**config.mk**
```make
export PLATFORM = sky130hd
export DESIGN_NAME = tmr_unit
export DESIGN_NICKNAME = d
export VERILOG_FILES = /design/src/rtl/tmr_pkg.sv /design/src/rtl/tmr_prescaler.sv /design/src/rtl/tmr_rate_tap.sv /design/src/rtl/tmr_counter.sv /design/src/rtl/tmr_regbus.sv /design/src/rtl/tmr_unit.sv
export SDC_FILE = /design/constraint.sdc
export NUM_CORES = 1
export LEC_CHECK = 0
export BUFFER_PORTS_ARGS = -buffer_cell sky130_fd_sc_hd__buf_2
export CORE_MARGIN = 2
export CORE_UTILIZATION = 25
export DETAILED_ROUTE_END_ITERATION = 6
export PLACE_DENSITY = 0.52
export SLEW_MARGIN = 20
export SYNTH_ARGS = -nofsm -noshare
export SYNTH_HDL_FRONTEND = slang
export SYNTH_HIERARCHICAL = 1
export SYNTH_SLANG_ARGS = --single-unit
```
**constraint.sdc**
```tcl
create_clock -name clk -period 2.4 [get_ports clk]
set_clock_uncertainty 0.1 [all_clocks]
set_input_delay 0.12 -clock clk [delete_from_list [all_inputs] [get_ports clk]]
set_output_delay 0.12 -clock clk [all_outputs]
set_load 0.005 [all_outputs]
```
**src/rtl/tmr_pkg.sv**
```systemverilog
package tmr_pkg;

  typedef enum logic [1:0] {
    OFS_DIV  = 2'd0,
    OFS_CNT  = 2'd1,
    OFS_MOD  = 2'd2,
    OFS_CTRL = 2'd3
  } reg_ofs_e;

  // Number of selectable counter rates and widest tap the selector needs.
  localparam int unsigned N_RATES = 4;
  localparam int unsigned TAP_W   = 10;

  // log2 of the counter period for each rate-select code (non-monotonic order).
  function automatic int unsigned rate_log2(input int unsigned code);
    case (code)
      0:       rate_log2 = 10;
      1:       rate_log2 = 4;
      2:       rate_log2 = 6;
      default: rate_log2 = 8;
    endcase
  endfunction

  typedef struct packed {
    logic       run;
    logic [1:0] rate;
  } ctrl_t;

endpackage

```
**src/rtl/tmr_prescaler.sv**
```systemverilog
module tmr_prescaler #(
  parameter int unsigned DIV_W       = 8,
  parameter int unsigned DIV_STEP_LG = 8,
  localparam int unsigned PRE_W      = DIV_W + DIV_STEP_LG
) (
  input  logic             clk,
  input  logic             rst_n,
  input  logic             clr,
  output logic [PRE_W-1:0] pre_q,
  output logic [DIV_W-1:0] div_q
);

  always_ff @(posedge clk or negedge rst_n) begin
    if (!rst_n) begin
      pre_q <= '0;
    end else if (clr) begin
      pre_q <= '0;
    end else begin
      pre_q <= pre_q + 1'b1;
    end
  end

  // The visible divider is the upper slice of the prescaler.
  assign div_q = pre_q[PRE_W-1:DIV_STEP_LG];

endmodule

```
**src/rtl/tmr_rate_tap.sv**
```systemverilog
module tmr_rate_tap
  import tmr_pkg::*;
#(
  parameter int unsigned W = TAP_W
) (
  input  logic [W-1:0] pre_lo,
  input  logic         run,
  input  logic [1:0]   rate,
  output logic         tick
);

  logic [N_RATES-1:0] at_end;

  // One detector per selectable period: fires on the last prescaler count
  // of the period, so the counter steps on the following edge.
  for (genvar g = 0; g < N_RATES; g++) begin : g_tap
    localparam int unsigned L = rate_log2(g);
    assign at_end[g] = &pre_lo[L-1:0];
  end

  assign tick = run & at_end[rate];

endmodule

```
**src/rtl/tmr_counter.sv**
```systemverilog
module tmr_counter #(
  parameter int unsigned CNT_W = 8
) (
  input  logic             clk,
  input  logic             rst_n,
  input  logic             tick,
  input  logic             wr_cnt,
  input  logic             wr_mod,
  input  logic [CNT_W-1:0] wdata,
  output logic [CNT_W-1:0] cnt_q,
  output logic [CNT_W-1:0] mod_q,
  output logic             irq
);

  logic at_top;
  logic ovf;

  assign at_top = &cnt_q;
  // A bus write to the counter wins over a step in the same cycle.
  assign ovf    = tick & at_top & ~wr_cnt;

  always_ff @(posedge clk or negedge rst_n) begin
    if (!rst_n) begin
      cnt_q <= '0;
    end else if (wr_cnt) begin
      cnt_q <= wdata;
    end else if (tick) begin
      cnt_q <= at_top ? mod_q : cnt_q + 1'b1;
    end
  end

  always_ff @(posedge clk or negedge rst_n) begin
    if (!rst_n) begin
      mod_q <= '0;
    end else if (wr_mod) begin
      mod_q <= wdata;
    end
  end

  always_ff @(posedge clk or negedge rst_n) begin
    if (!rst_n) begin
      irq <= 1'b0;
    end else begin
      irq <= ovf;
    end
  end

endmodule

```
**src/rtl/tmr_regbus.sv**
```systemverilog
module tmr_regbus
  import tmr_pkg::*;
#(
  parameter logic [15:0] BASE_ADDR = 16'hFF04,
  parameter int unsigned DW        = 8
) (
  input  logic          clk,
  input  logic          rst_n,
  input  logic          bus_sel,
  input  logic          bus_wr,
  input  logic [15:0]   bus_addr,
  input  logic [DW-1:0] bus_wdata,
  input  logic [DW-1:0] div_val,
  input  logic [DW-1:0] cnt_val,
  input  logic [DW-1:0] mod_val,
  output logic          wr_div,
  output logic          wr_cnt,
  output logic          wr_mod,
  output ctrl_t         ctrl_q,
  output logic [DW-1:0] bus_rdata
);

  localparam int unsigned CTRL_W = $bits(ctrl_t);

  logic     hit;
  reg_ofs_e ofs;
  logic     wr_ctrl;

  assign hit = bus_sel & (bus_addr[15:2] == BASE_ADDR[15:2]);
  assign ofs = reg_ofs_e'(bus_addr[1:0]);

  always_comb begin
    wr_div  = 1'b0;
    wr_cnt  = 1'b0;
    wr_mod  = 1'b0;
    wr_ctrl = 1'b0;
    if (hit && bus_wr) begin
      case (ofs)
        OFS_DIV:  wr_div  = 1'b1;
        OFS_CNT:  wr_cnt  = 1'b1;
        OFS_MOD:  wr_mod  = 1'b1;
        default:  wr_ctrl = 1'b1;
      endcase
    end
  end

  always_ff @(posedge clk or negedge rst_n) begin
    if (!rst_n) begin
      ctrl_q <= '0;
    end else if (wr_ctrl) begin
      ctrl_q <= ctrl_t'(bus_wdata[CTRL_W-1:0]);
    end
  end

  always_comb begin
    bus_rdata = '1;
    if (hit) begin
      case (ofs)
        OFS_DIV:  bus_rdata = div_val;
        OFS_CNT:  bus_rdata = cnt_val;
        OFS_MOD:  bus_rdata = mod_val;
        default:  bus_rdata = {{(DW-CTRL_W){1'b1}}, ctrl_q};
      endcase
    end
  end

endmodule

```
**src/rtl/tmr_unit.sv**
```systemverilog
module tmr_unit
  import tmr_pkg::*;
#(
  parameter logic [15:0] BASE_ADDR   = 16'hFF04,
  parameter int unsigned DW          = 8,
  parameter int unsigned DIV_STEP_LG = 8
) (
  input  logic          clk,
  input  logic          rst_n,
  input  logic          bus_sel,
  input  logic          bus_wr,
  input  logic [15:0]   bus_addr,
  input  logic [DW-1:0] bus_wdata,
  output logic [DW-1:0] bus_rdata,
  output logic          irq_timer
);

  localparam int unsigned PRE_W = DW + DIV_STEP_LG;

  logic [PRE_W-1:0] pre_q;
  logic [DW-1:0]    div_q;
  logic [DW-1:0]    cnt_q;
  logic [DW-1:0]    mod_q;
  logic             wr_div;
  logic             wr_cnt;
  logic             wr_mod;
  ctrl_t            ctrl_q;
  logic             tick;

  tmr_regbus #(.BASE_ADDR(BASE_ADDR), .DW(DW)) u_regbus (
    .clk       (clk),
    .rst_n     (rst_n),
    .bus_sel   (bus_sel),
    .bus_wr    (bus_wr),
    .bus_addr  (bus_addr),
    .bus_wdata (bus_wdata),
    .div_val   (div_q),
    .cnt_val   (cnt_q),
    .mod_val   (mod_q),
    .wr_div    (wr_div),
    .wr_cnt    (wr_cnt),
    .wr_mod    (wr_mod),
    .ctrl_q    (ctrl_q),
    .bus_rdata (bus_rdata)
  );

  tmr_prescaler #(.DIV_W(DW), .DIV_STEP_LG(DIV_STEP_LG)) u_pre (
    .clk   (clk),
    .rst_n (rst_n),
    .clr   (wr_div),
    .pre_q (pre_q),
    .div_q (div_q)
  );

  tmr_rate_tap #(.W(TAP_W)) u_tap (
    .pre_lo (pre_q[TAP_W-1:0]),
    .run    (ctrl_q.run),
    .rate   (ctrl_q.rate),
    .tick   (tick)
  );

  tmr_counter #(.CNT_W(DW)) u_cnt (
    .clk    (clk),
    .rst_n  (rst_n),
    .tick   (tick),
    .wr_cnt (wr_cnt),
    .wr_mod (wr_mod),
    .wdata  (bus_wdata),
    .cnt_q  (cnt_q),
    .mod_q  (mod_q),
    .irq    (irq_timer)
  );

endmodule

```
==> impl_results.md <==
- Status: completed
- Hold Crit Class: in -> reg
- Number of global-route vias before repair: approximately 1,800
- Hold endpoint: u_regbus/ctrl_q[1]$_DFFE_PN0P_
- TritonCTS clock tree: done
- Post-place setup slack: roughly 0.3 ns
- Clock sinks: 36
- Number of routed nets with antenna violations: 0
- Final period utilization: 88.4%
- RSZ-0062 raised after global routing: no
- Tot Pwr: 0.00113 W
- Reg2Reg Setup Slack: between 0.2 and 0.3 ns
- GPL Wtd Cong: between 0.8 and 0.9
- Clock Path Buffers: 2
- Detailed Place HPWL: just under 4 mm
- Crit Path Class: reg -> reg
- Clk_lat worst skew: 0.29 ns
- Final setup vio count: 0
- Post-CTS Hold Buffers: 7
- Final nets: a little under 300
- Worst EP required: 2.47 ns
- Overall Global Routing Usage: roughly an eighth
- Port bufs: 36
- Total setup buffers inserted after CTS: 0
- Static Leak: approximately 1.1 nW
- Post-Syn Instances: approximately 210
- Final Max Tran Viols: 0
- Die Y: about 100 microns
- Worst ir drop on vdd: roughly 180 uV
- Antenna violations before repair: 0
- Min cycle time layout: between 2 and 2.5 ns
- Worst EP arrival: around 2.2 ns
- Iteration-0 DRC Markers: 74
- Clock transition at path regs: 0.07 ns
- Worst relative slew slack: 46.0%
- Largest net degree at the start of global routing: 37
- WL/cell: about 14 microns
- Via/cell ratio: 4.78
- Crit Path Max Fanout: 10
- Final hold violation count: 0
- Setup crit end kind: flop
- Residual DRC count: 0
- Maxcap violations: 0
- H-tree levels: 2
- Antenna Cells: 0
- Post-synthesis average cell area: 10.3 sq um
- CTS buffer count: 5
- Die X: approximately 98 microns
- Post-route worst setup slack: roughly 0.28 ns
- Worst r2r src: u_pre/pre_q[8]$_DFF_PN0_
- Vias: 1,754
- Cell Pwr Density: 426 nW/um^2
- Core Region: 8640 sq um
- Clock root buffer: clkbuf_8
- Total Routed Length: ~5.3 mm
- I/O Pins: 37
- Post-CTS sizing: 0
- DRT Pass-1 Iters: 6
- Worst-Margin Slew: just over 0.8 ns
- CP Launch Type: flop
- Fill count: between 900 and 1,000
- Fin Setup TNS: 0 ns
- Total gr overflow: 0
- First-pass GRT wire length: between 9 and 10 mm
- Reg2reg path depth: 6
- Area delta synth->final: 20.6%
- Initial core utilization: around 25%
- Fmax: 0.471 GHz
- Die ar.: approximately 9600 sq um
- Post-synthesis cell area: 2200 sq um
- Min-Delay Path Depth: 2
- RR Endpoint: u_cnt/cnt_q[7]$_DFFE_PN0P_
- YS warnings: 6
- Site row count: 34
- HP Start: bus_wdata[1]
- Syn Nets: between 200 and 250
- Layout cells sized above 1: 29.7%
cells in the final DEF (no fill, tap or decap), types with 4 or more instances in the layout:
cell           count
xnor2_1           10
nor3b_1            5
a21oi_1           10
nor3_1             9
dlygate4sd3_1      7
nand2_1           18
inv_1              7
o22ai_1            5
o21ai_0            9
mux2i_1            4
mux2_2            13
buf_4              5
nor2_1            15
clkbuf_8           5
buf_2             36
nand3_1           11
nand4_1            5
dfrtp_1           36
worst max-delay path by stage:
stage / slack, ns / depth (start not counted) / start / to
after floorplan: 0.32 / 8 / bus_addr[7] / u_cnt/cnt_q[7]$_DFFE_PN0P_
after global placement: 0.40 / 6 / u_pre/pre_q[8]$_DFF_PN0_ / u_cnt/cnt_q[7]$_DFFE_PN0P_
after detailed placement: 0.31 / 6 / u_pre/pre_q[8]$_DFF_PN0_ / u_cnt/cnt_q[7]$_DFFE_PN0P_
after CTS: 0.28 / 6 / u_pre/pre_q[8]$_DFF_PN0_ / u_cnt/cnt_q[7]$_DFFE_PN0P_
after global routing: 0.04 / 6 / u_pre/pre_q[8]$_DFF_PN0_ / u_cnt/cnt_q[7]$_DFFE_PN0P_
final: 0.28 / 6 / u_pre/pre_q[8]$_DFF_PN0_ / u_cnt/cnt_q[7]$_DFFE_PN0P_
registers in the layout (all words and copies together) (netlist names):
signal	flops
u_cnt/irq	1
u_pre/pre_q	16
u_cnt/mod_q	8
u_cnt/cnt_q	8
u_regbus/ctrl_q	3
metal layers:
layer  routed length (microns)  share of wire (%)  GRT usage, %
met4                        78                1.5          3.74
met5                         0                  0             0
met3                       135                2.5          2.36
met2                      2660                 50          19.7
met1                      2420                 46          15.2
stage by stage:
step                hold slack, ns  utilization (%)  instances  area (sq um)
CTS                        0.00794             30.7        367          2660
global placement             0.181             29.0        353          2510
finish                      0.0136             30.7        367          2660
global route                0.0100             30.7        367          2660
detailed placement           0.180             29.0        353          2510
floorplan                   -0.276                -        214          2200
worst max-delay path, cell delays in order, from the launching register on:
cell and delay (ns):
dfrtp_1 0.46, nand4_1 0.12, a21oi_1 0.18, o2111a_1 0.45, nand2b_1 0.26, nor4b_1 0.35
nor3_1 0.07
power breakdown:
group          total [W]  leakage, nW  switching (W)  internal (W)
logic          0.0000869        0.592      0.0000446     0.0000423
registers       0.000634        0.463      0.0000188      0.000615
clock network   0.000410       0.0410       0.000212      0.000197
total            0.00113         1.10       0.000276      0.000855
final cells by class:
cell class	count	area, sq um	share of cell area (%)
Timing Repair Buffer	48	288	10.8
Clock buffer	6	72.6	2.73
Clock inverter	1	5.00	0.189
Sequential cell	36	901	33.9
Multi-Input combinational cell	161	1230	46.2
Inverter	7	26.3	0.990
Tap cell	108	135	5.09
No activity file was read; power rests on OpenSTA's default activity.
